<file path="config.mk">
export PLATFORM = sky130hd
export DESIGN_NAME = rc_rot_unit
export DESIGN_NICKNAME = d
export VERILOG_FILES = /design/src/rtl/rc_rot_pkg.sv /design/src/rtl/rc_count_sel.sv /design/src/rtl/rc_rotl.sv /design/src/rtl/rc_flag_gen.sv /design/src/rtl/rc_rot_unit.sv
export SDC_FILE = /design/constraint.sdc
export NUM_CORES = 1
export LEC_CHECK = 0
export BUFFER_PORTS_ARGS = -buffer_cell sky130_fd_sc_hd__buf_2
export CORE_MARGIN = 3
export CORE_UTILIZATION = 35
export DETAILED_ROUTE_END_ITERATION = 10
export PLACE_DENSITY = 0.54
export SYNTH_ARGS = -nofsm -noshare
export SYNTH_HDL_FRONTEND = slang
export SYNTH_SLANG_ARGS = --single-unit
</file>
<file path="constraint.sdc">
create_clock -name clk -period 4.25 [get_ports clk]
set_input_delay 0 -clock clk [delete_from_list [all_inputs] [get_ports clk]]
set_output_delay 0 -clock clk [all_outputs]
set_load 0.1 [all_outputs]
</file>
<file path="src/rtl/rc_rot_pkg.sv">
package rc_rot_pkg;
   typedef enum logic [1:0] {
      OP_ROL = 2'd0,
      OP_ROR = 2'd1,
      OP_RCL = 2'd2,
      OP_RCR = 2'd3
   } rot_op_e;

   localparam logic [7:0] SRC_IMM  = 8'hC1;
   localparam logic [7:0] SRC_ONE  = 8'hD1;
   localparam logic [7:0] SRC_CREG = 8'hD3;
endpackage

</file>
<file path="src/rtl/rc_count_sel.sv">
module rc_count_sel #(
   parameter int CNT_W = 6
) (
   input  logic [7:0]       src,
   input  logic [7:0]       imm,
   input  logic [7:0]       creg,
   output logic [CNT_W-1:0] amount
);
   import rc_rot_pkg::*;

   always_comb begin
      unique case (src)
         SRC_IMM:  amount = imm[CNT_W-1:0];
         SRC_ONE:  amount = CNT_W'(1);
         SRC_CREG: amount = creg[CNT_W-1:0];
         default:  amount = '0;
      endcase
   end
endmodule

</file>
<file path="src/rtl/rc_rotl.sv">
// Left rotator of arbitrary width. The amount is taken modulo W.
// USE_STAGES selects a log-depth barrel or a double-width shift.
module rc_rotl #(
   parameter int W          = 65,
   parameter int AMT_W      = 7,
   parameter bit USE_STAGES = 1'b1
) (
   input  logic [W-1:0]     din,
   input  logic [AMT_W-1:0] amt,
   output logic [W-1:0]     dout
);
   generate
      if (USE_STAGES) begin : g_barrel
         logic [W-1:0] stage [AMT_W+1];
         assign stage[0] = din;
         for (genvar s = 0; s < AMT_W; s++) begin : g_st
            localparam int SH = (1 << s) % W;
            if (SH == 0) begin : g_pass
               assign stage[s+1] = stage[s];
            end else begin : g_rot
               assign stage[s+1] = amt[s] ?
                  {stage[s][W-1-SH:0], stage[s][W-1:W-SH]} : stage[s];
            end
         end
         assign dout = stage[AMT_W];
      end else begin : g_shift
         logic [2*W-1:0] dbl;
         assign dbl  = {din, din} << amt;
         assign dout = dbl[2*W-1:W];
      end
   endgenerate
endmodule

</file>
<file path="src/rtl/rc_flag_gen.sv">
module rc_flag_gen #(
   parameter int W     = 64,
   parameter int CNT_W = 6
) (
   input  rc_rot_pkg::rot_op_e op,
   input  logic [CNT_W-1:0]    amount,
   input  logic                orig_msb,
   input  logic [W-1:0]        plain_res,
   input  logic [W:0]          carry_res,
   output logic [W-1:0]        res,
   output logic                cf,
   output logic                of,
   output logic                wr_en,
   output logic                of_en
);
   import rc_rot_pkg::*;

   logic is_one;
   assign is_one = (amount == CNT_W'(1));
   assign wr_en  = (amount != '0);

   always_comb begin
      res   = plain_res;
      cf    = 1'b0;
      of    = 1'b0;
      of_en = 1'b0;
      unique case (op)
         OP_ROL: begin
            cf    = plain_res[0];
            of    = plain_res[0] ^ plain_res[W-1];
            of_en = wr_en;
         end
         OP_ROR: begin
            cf    = plain_res[W-1];
            of    = orig_msb ^ plain_res[W-1];
            of_en = is_one;
         end
         OP_RCL: begin
            res   = carry_res[W-1:0];
            cf    = carry_res[W];
            of    = carry_res[W] ^ carry_res[W-1];
            of_en = wr_en;
         end
         OP_RCR: begin
            res   = carry_res[W-1:0];
            cf    = carry_res[W];
            of    = orig_msb ^ carry_res[W-1];
            of_en = is_one;
         end
         default: ;
      endcase
   end
endmodule

</file>
<file path="src/rtl/rc_rot_unit.sv">
module rc_rot_unit #(
   parameter int WIDTH      = 64,
   parameter bit USE_STAGES = 1'b1
) (
   input  logic             clk,
   input  logic             rst_n,
   input  logic             req,
   input  logic [1:0]       op_sel,
   input  logic [WIDTH-1:0] operand,
   input  logic             carry_in,
   input  logic [7:0]       cnt_src,
   input  logic [7:0]       imm,
   input  logic [7:0]       cnt_reg,
   output logic [WIDTH-1:0] result,
   output logic             result_we,
   output logic             carry_out,
   output logic             carry_we,
   output logic             ovf_out,
   output logic             ovf_we
);
   import rc_rot_pkg::*;

   localparam int CNT_W = $clog2(WIDTH);
   localparam int AMT_W = CNT_W + 1;

   initial begin
      if (WIDTH < 8 || (1 << CNT_W) != WIDTH)
         $error("rc_rot_unit: WIDTH must be a power of two of at least 8");
      if (CNT_W > 8)
         $error("rc_rot_unit: amount field wider than the 8-bit count inputs");
   end

   rot_op_e            op;
   logic [CNT_W-1:0]   amount;
   logic [CNT_W-1:0]   plain_amt;
   logic [AMT_W-1:0]   carry_amt;
   logic [WIDTH-1:0]   plain_res;
   logic [WIDTH:0]     carry_res;
   logic [WIDTH-1:0]   nxt_res;
   logic               nxt_cf, nxt_of, nxt_wr, nxt_of_en;

   assign op = rot_op_e'(op_sel);

   rc_count_sel #(.CNT_W(CNT_W)) u_cnt (
      .src(cnt_src), .imm(imm), .creg(cnt_reg), .amount(amount)
   );

   // A right rotation by n is a left rotation by the ring length minus n.
   assign plain_amt = op_sel[0] ? CNT_W'(WIDTH - int'(amount)) : amount;
   assign carry_amt = op_sel[0] ? AMT_W'(WIDTH + 1 - int'(amount))
                                : AMT_W'(amount);

   rc_rotl #(.W(WIDTH), .AMT_W(CNT_W), .USE_STAGES(USE_STAGES)) u_rot_plain (
      .din(operand), .amt(plain_amt), .dout(plain_res)
   );

   rc_rotl #(.W(WIDTH+1), .AMT_W(AMT_W), .USE_STAGES(USE_STAGES)) u_rot_carry (
      .din({carry_in, operand}), .amt(carry_amt), .dout(carry_res)
   );

   rc_flag_gen #(.W(WIDTH), .CNT_W(CNT_W)) u_flags (
      .op(op), .amount(amount), .orig_msb(operand[WIDTH-1]),
      .plain_res(plain_res), .carry_res(carry_res),
      .res(nxt_res), .cf(nxt_cf), .of(nxt_of),
      .wr_en(nxt_wr), .of_en(nxt_of_en)
   );

   always_ff @(posedge clk) begin
      if (!rst_n) begin
         result    <= '0;
         result_we <= 1'b0;
         carry_out <= 1'b0;
         carry_we  <= 1'b0;
         ovf_out   <= 1'b0;
         ovf_we    <= 1'b0;
      end else begin
         result_we <= req && nxt_wr;
         carry_we  <= req && nxt_wr;
         ovf_we    <= req && nxt_of_en;
         if (req && nxt_wr) begin
            result    <= nxt_res;
            carry_out <= nxt_cf;
         end
         if (req && nxt_of_en)
            ovf_out <= nxt_of;
      end
   end
endmodule

</file>
==> parameters.txt <==
Parameter                              Value

Routing
  Total length of routed wires    ~85 mm
  Drt drc    0
  Number of detailed-routing iterations run before antenna repair    7
  Total via count in the routed design    between 15000 and 20000
  Mean routed wirelength per cell    around 30 um
  Avg Vias per Cell    6.81
  Residual antenna-violating net count after detailed routing    0
  Initial DRC count    between 2000 and 3000

Yosys
  Synth unique cells    between 90 and 100
  Synth Instances    ~2100
  Most used DFF post-synth    sky130_fd_sc_hd__dfxtp_1
  Mapped cell area    roughly 0.015 mm2
  Synth area leader    sky130_fd_sc_hd__mux2i_1
  Mean Syn Cell Area    ~7.2 um2
  Fraction of post-synthesis cell area in the top cell type by area    25.6%
  Synthesized Nets    2215
  Fraction of registers with async set/reset    0%
  Post-synthesis sequential element count    68
  Number of flops mapped to enable cells by yosys    0
  Sequential-to-total area share from yosys stat    between 8 and 9%
  Largest cells by area after synthesis    sky130_fd_sc_hd__mux2i_1 26%, sky130_fd_sc_hd__dfxtp_1 8.9%, sky130_fd_sc_hd__nand2_1 7.8%, sky130_fd_sc_hd__a211oi_1 6.1%, sky130_fd_sc_hd__a22oi_1 4.4%
  Yosys warns    0

Pwr
  Combinational fraction of design power    about 51%
  Switching share of power    between 40% and 50%
  Cell internal power dissipation    around 1.6 mW
  Static leakage    6.73 nW
  Final Power    approximately 3.0 mW
  Total power divided by cell area    between 150 and 200 mW/mm2
  Sequential Power Share    between 20 and 25%
  Clock network power share    27.3%
  Switching power of the nets    1.32 mW
  Worst supply voltage drop on vdd    0.192 mV

Setup path
  Worst endpoint data arrival time    between 4 and 5 ns
  Largest fanout on the critical path    34
  Endpoint class of the critical path    flop
  Critical path start-end classification    primary input to flop
  Critical Path Start Type    primary input
  Critical Path Start    cnt_src[3]
  Critical register-to-register path startpoint    result[45]
  Required time at the endpoint of the critical path    ~4.5 ns

GRT
  Maximum number of pins on one net before global-route repair    between 80 and 90
  GRT Util Overall    34.5%
  Global-route wire length before repair    121 mm
  Vias in the first global route    about 18000
  Initial antenna violation count    1
  Grt ovf    0

Clocking
  Source-to-sink clock delay at the later pin of the worst-skew pair    approximately 0.33 ns
  Clock root cell    sky130_fd_sc_hd__clkbuf_16
  CTS Hold Buffers Added    0
  Post-CTS sizing    0
  CTS tree    done
  CTS H-Tree Depth    3
  Clock buffers created by TritonCTS    9
  Clock transition at the registers of the reported paths    about 0.060 ns
  Maximum buffer depth of the clock tree    2
  Clock sink count    between 60 and 70
  Number of buffers inserted to repair setup after CTS    0

Die
  Boundary Pins    163
  Placement Rows    76
  Y dimension of the die    215 um
  Starting density of the core    about 35%
  Core ar.    0.0432 mm2
  Die Span X    215 um
  Die ar.    roughly 0.046 mm2

Placed design
  Global placer's final weighted congestion    slightly above 1
  Post-DP HPWL    just under 70 mm
  PortBufs    158
  Placement-stage cell area    about 0.017 mm2

STA
  Worst slew margin    between 30% and 40%
  Share of the clock period used by the worst path after layout    between 90% and 100%
  Worst-Margin Slew    around 0.95 ns
  Max-slew violation total from the final report    0
  Max frequency    242 MHz
  Fin crit period    4.14 ns
  Final-report setup violation count    0
  Worst clock skew    0 ns
  RSZ-0062 raised after global routing    no
  Final hold violation count    0
  Fin Hold WS    0.185 ns
  Final total negative setup slack    0 ns

Layout
  Combined flip-flop and latch cell area    between 0.001 and 0.0015 mm2
  Fill cells    approximately 4600
  Fraction of final layout cells sized beyond drive strength 1    between 10% and 20%
  Area of the multi-input gates    about 0.013 mm2
  Number of nets in the final layout    ~2300
  Growth of design area from synthesis to finish    14.1%
  Design Area, Final    approximately 0.017 mm2
  Finished Core Util    about two fifths

Min path
  Hold path start    rst_n
  Min-Delay Path Class    primary input to flop

Job
  Max Cap Viol    0

Outcome
  Result of the run    finished clean
==> power by group through the flow <==
| stage | Clock (mW) | Combinational [mW] | Sequential, mW |
|---|---|---|---|
| finish | 0.807 | 1.50 | 0.647 |
| floorplan | 0 | 0.800 | 0.701 |
| global route | 0.835 | 1.56 | 0.647 |
| CTS | 0.811 | 1.44 | 0.647 |
| detailed placement | 0 | 1.43 | 0.661 |
| global placement | 0 | 1.43 | 0.661 |
==> area by class of cell <==
cell class	instances	share of cell area [%]
diodes	1	0.0143
clock buffers	12	1.41
clock inverters	4	0.415
inverters	9	0.193
multi-input cells	1826	73.9
flip-flops and latches	68	7.79
well taps	585	4.19
repair buffers	307	12.1
==> cells in the mapped netlist, drive strengths merged, types with 5 or more instances <==
| master | number |
|---|---|
| a22o | 7 |
| inv | 9 |
| mux4 | 25 |
| a31oi | 38 |
| and3 | 10 |
| o31ai | 11 |
| clkbuf | 66 |
| a2111oi | 5 |
| a22oi | 89 |
| nor3 | 115 |
| o21ai | 80 |
| nand2 | 322 |
| a2bb2oi | 7 |
| mux2i | 395 |
| a311oi | 31 |
| and2 | 12 |
| o21a | 7 |
| a31o | 5 |
| a221oi | 11 |
| o22ai | 31 |
| a21oi | 130 |
| nor2 | 123 |
| dfxtp | 68 |
| a21o | 9 |
| nand3 | 67 |
| o211ai | 18 |
| mux2 | 19 |
| a32oi | 17 |
| nor4 | 7 |
| o311ai | 7 |
| a211oi | 130 |
| nand4 | 6 |
| o32ai | 5 |
| o221ai | 13 |
| buf | 149 |
| a222oi | 12 |
==> through the flow <==
stage,instances,setup slack (ns)
global placement,2795,-0.0221
CTS,2811,0.329
detailed placement,2795,0.000456
global route,2811,0.0865
floorplan,2118,0.128
finish,2812,0.112
==> sequential cells by signal, indices dropped and copies added (netlist names) <==
signal and flops:
ovf_we 1, carry_out 1, carry_we 1, ovf_out 1, result 64
==> kinds of logic after synthesis <==
logic type               share of synthesized area (%)
AND/OR/NAND/NOR                                   20.3
multiplexers                                      31.0
flip-flops                                        8.89
AO/OA/AOI/OAI                                     32.1
XOR/XNOR                                         0.229
adder cells (fa/ha/maj)                          0.245
buffers and inverters                             7.25
==> placed cells by master (no fill, tap or decap), drive strengths merged, types with 68 or more instances in the layout <==
cell type,instances
o21ai,80
buf,307
dfxtp,68
nor2,123
a211oi,130
a22oi,89
nand2,322
mux2i,395
nor3,115
a21oi,130
==> critical path: stages <==
cell                        delay [ns]
sky130_fd_sc_hd__buf_2            0.09
sky130_fd_sc_hd__and4bb_4         0.40
sky130_fd_sc_hd__nand2_4          0.10
sky130_fd_sc_hd__nor2_4           0.13
sky130_fd_sc_hd__inv_2            0.06
sky130_fd_sc_hd__ha_1             0.18
sky130_fd_sc_hd__nand2b_1         0.19
sky130_fd_sc_hd__nor3_2           0.36
sky130_fd_sc_hd__nor3_2           0.11
sky130_fd_sc_hd__buf_12           0.19
sky130_fd_sc_hd__o21ai_0          0.58
sky130_fd_sc_hd__a2111oi_0        0.27
sky130_fd_sc_hd__buf_4            0.22
sky130_fd_sc_hd__a2111oi_0        0.72
sky130_fd_sc_hd__buf_4            0.22
sky130_fd_sc_hd__o21ba_1          0.16
sky130_fd_sc_hd__mux2_2           0.31
sky130_fd_sc_hd__o21ai_2          0.11
==> per-layer routing <==
layer	GRT usage, %	share of wire [%]
met1	45.9	41
met2	52.8	43
met4	20.2	7.1
met3	5.70	9.1
met5	0	0
==> worst paths after layout <==
check | slack, ns | depth (start not counted) | to
worst max register to register | 3.35 | 2 | result[45]
worst min-delay path | 0.19 | 2 | result[62]
worst min register to register | 0.45 | 2 | result[31]
worst max-delay path | 0.11 | 18 | result[16]
(Power assumes the default switching activity.)
